--- src/rtl/memdec_pkg.sv ---
package memdec_pkg;

   typedef enum logic [2:0] {
      MD_STBY = 3'd0,
      MD_READ = 3'd1,
      MD_WRITE = 3'd2,
      MD_ODIS = 3'd3,
      MD_DPD = 3'd4
   } die_mode_e;

   // Mode of a die that is currently selected, from the shared strobes.
   function automatic die_mode_e strobe_mode(input logic oe_n, input logic we_n);
      if (!we_n) return MD_WRITE;
      else if (!oe_n) return MD_READ;
      else return MD_ODIS;
   endfunction

endpackage

--- src/rtl/memdec_fl_dec.sv ---
module memdec_fl_dec
   import memdec_pkg::*;
#(
   parameter int LANES = 2
) (
   input  logic             ce_n,
   input  logic             word,
   input  logic             a_m1,
   input  logic             oe_n,
   input  logic             we_n,
   output die_mode_e        mode,
   output logic [LANES-1:0] lane_oe,
   output logic             byte_hi,
   output logic             active
);

   logic reading;

   always_comb begin
      active = !ce_n;
      mode = active ? strobe_mode(oe_n, we_n) : MD_STBY;
      reading = (mode == MD_READ);
      byte_hi = active && !word && a_m1;
   end

   // Lane 0 carries data in both widths; upper lanes only in full width.
   for (genvar k = 0; k < LANES; k++) begin : g_lane
      if (k == 0) begin : g_low
         assign lane_oe[k] = reading;
      end else begin : g_up
         assign lane_oe[k] = reading && word;
      end
   end

endmodule

--- src/rtl/memdec_ps_dec.sv ---
module memdec_ps_dec
   import memdec_pkg::*;
#(
   parameter int LANES = 2
) (
   input  logic             ce1_n,
   input  logic             ce2,
   input  logic             oe_n,
   input  logic             we_n,
   input  logic [LANES-1:0] be_n,
   output die_mode_e        mode,
   output logic [LANES-1:0] lane_oe,
   output logic [LANES-1:0] wr_lanes,
   output logic             active
);

   always_comb begin
      active = ce2 && !ce1_n;
      if (!ce2) mode = MD_DPD;
      else if (ce1_n) mode = MD_STBY;
      else mode = strobe_mode(oe_n, we_n);
   end

   for (genvar k = 0; k < LANES; k++) begin : g_lane
      assign lane_oe[k] = (mode == MD_READ) && !be_n[k];
      assign wr_lanes[k] = (mode == MD_WRITE) && !be_n[k];
   end

endmodule

--- src/rtl/memdec_guard.sv ---
module memdec_guard (
   input  logic clk,
   input  logic rst_n,
   input  logic fl_active,
   input  logic ps_active,
   input  logic err_clr,
   output logic clash,
   output logic err_flag
);

   assign clash = fl_active && ps_active;

   // Setting takes priority over clearing.
   always_ff @(posedge clk or negedge rst_n) begin
      if (!rst_n) err_flag <= 1'b0;
      else if (clash) err_flag <= 1'b1;
      else if (err_clr) err_flag <= 1'b0;
   end

endmodule

--- src/rtl/memdec_top.sv ---
module memdec_top
   import memdec_pkg::*;
#(
   parameter int DATA_W = 16,
   parameter int LANE_W = 8,
   localparam int LANES = DATA_W / LANE_W
) (
   input  logic             clk,
   input  logic             rst_n,
   input  logic             err_clr,
   input  logic             fl_ce_n,
   input  logic             fl_word,
   input  logic             fl_a_m1,
   input  logic             ps_ce1_n,
   input  logic             ps_ce2,
   input  logic             oe_n,
   input  logic             we_n,
   input  logic [LANES-1:0] be_n,
   output logic [2:0]       fl_mode,
   output logic [2:0]       ps_mode,
   output logic [LANES-1:0] fl_lane_oe,
   output logic [LANES-1:0] ps_lane_oe,
   output logic [LANES-1:0] ps_wr_lanes,
   output logic             fl_byte_hi,
   output logic             err_flag
);

   if (DATA_W % LANE_W != 0) begin : g_bad_split
      $error("DATA_W must be a whole number of lanes");
   end
   if (LANES < 2) begin : g_bad_lanes
      $error("byte mode needs at least two lanes");
   end

   die_mode_e        fl_m, ps_m;
   logic [LANES-1:0] fl_oe_c, ps_oe_c, ps_wr_c;
   logic             fl_hi_c, fl_act, ps_act, clash;

   memdec_fl_dec #(.LANES(LANES)) u_fl (
      .ce_n(fl_ce_n), .word(fl_word), .a_m1(fl_a_m1),
      .oe_n(oe_n), .we_n(we_n),
      .mode(fl_m), .lane_oe(fl_oe_c), .byte_hi(fl_hi_c), .active(fl_act)
   );

   memdec_ps_dec #(.LANES(LANES)) u_ps (
      .ce1_n(ps_ce1_n), .ce2(ps_ce2), .oe_n(oe_n), .we_n(we_n), .be_n(be_n),
      .mode(ps_m), .lane_oe(ps_oe_c), .wr_lanes(ps_wr_c), .active(ps_act)
   );

   memdec_guard u_guard (
      .clk(clk), .rst_n(rst_n), .fl_active(fl_act), .ps_active(ps_act),
      .err_clr(err_clr), .clash(clash), .err_flag(err_flag)
   );

   always_ff @(posedge clk or negedge rst_n) begin
      if (!rst_n) begin
         fl_mode <= MD_STBY;
         ps_mode <= MD_STBY;
         fl_lane_oe <= '0;
         ps_lane_oe <= '0;
         ps_wr_lanes <= '0;
         fl_byte_hi <= 1'b0;
      end else begin
         fl_mode <= fl_m;
         ps_mode <= ps_m;
         fl_lane_oe <= clash ? '0 : fl_oe_c;
         ps_lane_oe <= clash ? '0 : ps_oe_c;
         ps_wr_lanes <= clash ? '0 : ps_wr_c;
         fl_byte_hi <= fl_hi_c;
      end
   end

endmodule

--- config.mk ---
export PLATFORM = sky130hd
export DESIGN_NAME = memdec_top
export DESIGN_NICKNAME = d
export VERILOG_FILES = /design/src/rtl/memdec_pkg.sv /design/src/rtl/memdec_fl_dec.sv /design/src/rtl/memdec_ps_dec.sv /design/src/rtl/memdec_guard.sv /design/src/rtl/memdec_top.sv
export SDC_FILE = /design/constraint.sdc
export NUM_CORES = 1
export LEC_CHECK = 0
export ABC_AREA = 1
export CAP_MARGIN = 20
export CORE_UTILIZATION = 32
export DETAILED_ROUTE_END_ITERATION = 7
export PLACE_DENSITY = 0.71
export SLEW_MARGIN = 15
export SYNTH_ARGS = -nofsm -noshare
export SYNTH_HDL_FRONTEND = slang
export SYNTH_SLANG_ARGS = --single-unit
--- constraint.sdc ---
create_clock -name clk -period 0.8 [get_ports clk]
set_clock_uncertainty 0.2 [all_clocks]
set_input_delay 0.08 -clock clk [delete_from_list [all_inputs] [get_ports clk]]
set_output_delay 0.08 -clock clk [all_outputs]
set_load 0.005 [all_outputs]
After elaboration in Yosys (flattened, before gate mapping)
Index checks and enable logic that the tools add are counted.

word-level totals
  flip-flop bits (word level) = 14
  latch bits = 0
  bits in writable memories = 0
  bits in read-only memories = 0
  output and inout port bits = 14
  memories = 0

cells by class
  add/subtract/negate cells = 0
  multipliers = 0
  div/mod/pow operators = 0
  $lt $le $gt $ge = 0
  eq/ne operators = 3
  shift-type cells = 0
  muxes and demuxes = 10
  bitwise gates (word level) = 0
  reduce and logical (&&, ||, !) cells = 15

operators by type and width
  cell                                                             count
  3-bit two-way mux                                                4
  1-bit logical AND                                                9
  2-bit two-way mux                                                4
  3-bit by 1-bit == test with 1-bit output, second input constant  2
  1-bit zero test                                                  5
  3-bit by 2-bit == test with 1-bit output, second input constant  1
  1-bit two-way mux                                                2
  2-bit nonzero test                                               1

Longest topological paths before layout
  depth in word-level cells = 7
  depth in mapped cells = 4
  mapped depth without buffers = 4

Hierarchy
Synthesis repeated with hierarchy kept, for this count alone.

unflattened totals
  cells, all modules = 58
  area, all modules = 540.5 um^2

by module, submodules not included
  module         times used  cells an instance  area each (um^2)  sequential area each (um^2)
  memdec_top     1           25                 370.4             325.3
  memdec_fl_dec  1           14                 70.1              0.0
  memdec_ps_dec  1           13                 56.3              0.0
  memdec_guard   1           6                  43.8              25.0

Worst setup path after synthesis
No wires, ideal clock.

  path type = register -> register
  start = register u_guard.err_flag (netlist name)
  end = register u_guard.err_flag
  setup time = 0.127 ns
  data arrival time = 0.464 ns
  data required time = 0.473 ns
  slack = 0.008 ns
  stages on the path, launching flop included = 3
  path buffers = 0
  period minus slack after synthesis = 0.792 ns
  path through = dfrtp_1 -> inv_1 -> o21ai_0

RTL lines
  element               RTL line            RTL
  end signal, assigned  memdec_guard.sv:15  if (!rst_n) err_flag <= 1'b0;
  end signal, assigned  memdec_guard.sv:16  else if (clash) err_flag <= 1'b1;
  end signal, assigned  memdec_guard.sv:17  else if (err_clr) err_flag <= 1'b0;
  end, declared         memdec_guard.sv:8   output logic err_flag

Worst setup path after layout
  start = register u_guard.err_flag
  end = output err_flag

RTL lines
  element        RTL line          RTL
  end, declared  memdec_top.sv:25  output logic err_flag

No word-level cell between the ends.

==> qor.txt <==
RR Endpoint: u_guard.err_flag
Vias: 391
DRT Wirelength: 998 um
Hold Vio Cnt, Final: 13
CTS buffer count: 3
flop-to-flop setup slack: 20 ps
Yosys cell types: 13
vias in the first global route: 375
post-layout util: 53.9%
DRC: 0
# IOs: 26
clock share of power: 31.7%
first-pass GRT wire length: 1540 um
Pwr Density: 1740 nW/um2
WHS: -62.7 ps
Iter 0 DRT Violations: 3
max-cap viol count: 0
r2r worst-path depth: 2
Layout area overhead: 53.7%
Via-to-Cell Ratio: 4.34
row cnt: 13
reg2reg start: u_guard.err_flag
Setup crit end kind: output pin
f_max: 0.961 GHz
input/output buffers: 24
antenna violations before repair: 0
Core Area: 1330 um2
CP startpoint kind: register
fin. max-slew vios: 0
P_int: 0.963 mW
critical path's slowest cell: dfrtp_1
Worst Path Buf+Inv: 1
Post-Syn Nets: 57
Max stage delay on crit path: 370 ps
setup slack after layout: -240 ps
failing checks: negative hold slack, negative setup slack
WP data arrival: 760 ps
Die Y: 40.2 um
Reg power frac: 54.9%
critical path class: register to output pin
sequential area share after synthesis: 69.5%
CTS Sinks: 13
Overflow after GRT: 0
Place WS: -462 ps
crit-path max FO: 2
gpl congestion: 0.716
DP Wirelength: 778 um
area of the multi-input gates: 111 um2
Hold Path Class: primary input to async pin
layout cells sized above 1: 33.3%
most frequent cells in the layout: dfrtp_1 (13), buf_2 (13), nor2_1 (10), inv_1 (6), clkdlybuf4s50_1 (6)
mapped cell area: 468 um2
Clock Root Buffer: clkbuf_4
Pleak: 0.411 nW
Synthesis Warnings: 0
Max clock buf depth: 2
Die Wd: 40.2 um
nets: 88
Syn Area/Cell: 10.4 um2
fill count: 128
combinational power share: 13.5%
NetSw: 0.290 mW
unrepaired setup endpoints after global routing: yes
Worst-path clk slew: 80 ps
Crit path required time: 520 ps
Yosys reg bits: 13
worst-path cell chain: buf_2
maximum VDD drop: 0.000988 V
largest net degree at the start of global routing: 14
CTS tree: done
Syn Inst Count: 45
status: finished, violations left
Tmin final: 1040 ps
H-tree levels: 1
Setup Viol. Count Final: 13
worst skew pair latency: 260 ps
CP delay by family, top: flip-flops
sw frac: 23.1%
DIE AREA: 1620 um2
First-pass DRT Iterations: 2
Wirelength per Cell: 11.1 um
Post-DRT Antenna Nets: 0
Final Cycle Share: 130%
ANT cells: 0
All-Layer GR Usage: 15.5%
Initial Util: 35.1%
register area: 325 um2
[metal layers]
metal | GRT usage [%] | share of wire [%] | up-vias
li1 | - | - | 190
met1 | 14.2 | 38 | 185
met2 | 29.8 | 54 | 14
met3 | 3.33 | 5.7 | 2
met4 | 10.0 | 2.1 | 0
met5 | 0 | 0 | -
[worst max path at each step]
stage	slack, ps	startpoint	cells after the start	to
after floorplan	8	u_guard.err_flag	2	u_guard.err_flag
after global placement	-440	ps_ce2	4	ps_wr_lanes[1]
after detailed placement	-460	ps_ce2	4	ps_lane_oe[1]
after CTS	-250	u_guard.err_flag	1	err_flag
after global routing	-290	fl_lane_oe[0]	1	fl_lane_oe[0]
final	-240	u_guard.err_flag	1	err_flag
[power groups by stage]
stage	sequential, mW	clock [mW]	combinational (mW)
2_1_floorplan	0.707	0	0.0435
3_3_place_gp	0.702	0	0.193
3_5_place_dp	0.702	0	0.198
4_1_cts	0.688	0.407	0.172
5_1_grt	0.691	0.454	0.186
6_report	0.687	0.397	0.169
[cells by family (layout without fill, tap and decap cells)]
kind of cell	count (synthesis)	in the layout	share of synthesized area, %
simple gates	20	20	19.8
flops	13	13	69.5
buf+inv	10	40	8.82
other cells	1	1	0.801
compound gates	1	1	1.07
[layout make-up]
type	count	area share, %
Sequential cell	13	45.2
Timing Repair Buffer	27	28.3
Multi-Input combinational cell	22	15.5
Inverter	9	4.70
Clock buffer	4	3.65
Tap cell	15	2.61
[cell usage after synthesis (all sizes together)]
library cell | count | area (um2)
buf | 1 | 7.51
conb | 1 | 3.75
dfrtp | 13 | 325
inv | 9 | 33.8
nand2 | 4 | 15.0
nand3 | 3 | 20.0
nand4 | 1 | 6.26
nor2 | 11 | 43.8
nor3b | 1 | 7.51
o21ai | 1 | 5.00
[through the flow]
stage               power (mW)  area [um2]  hold WS (ps)  TNS [ps]  cells
floorplan                0.750         468          -416         0     45
global placement         0.895         754           223     -8370     86
detailed placement       0.900         754           224     -8640     86
CTS                       1.27         719         -61.9     -3040     90
global route              1.33         719         -74.1     -3560     90
finish                    1.25         719         -62.7     -2920     90
[state kept, by name, summed over array words and instances (netlist names)]
name and cells:
ps_mode 3, fl_lane_oe 2, fl_mode 2, ps_lane_oe 2, ps_wr_lanes 2, fl_byte_hi 1
u_guard.err_flag 1
[repair_timing]
action,in CTS,in global routing
endpoints found under the setup margin,25,14
buffers inserted,0,0
gates resized for setup,60,0
pin swaps,3,0
endpoints found under the hold margin,13,13
Power figures use the tool's default switching activity.
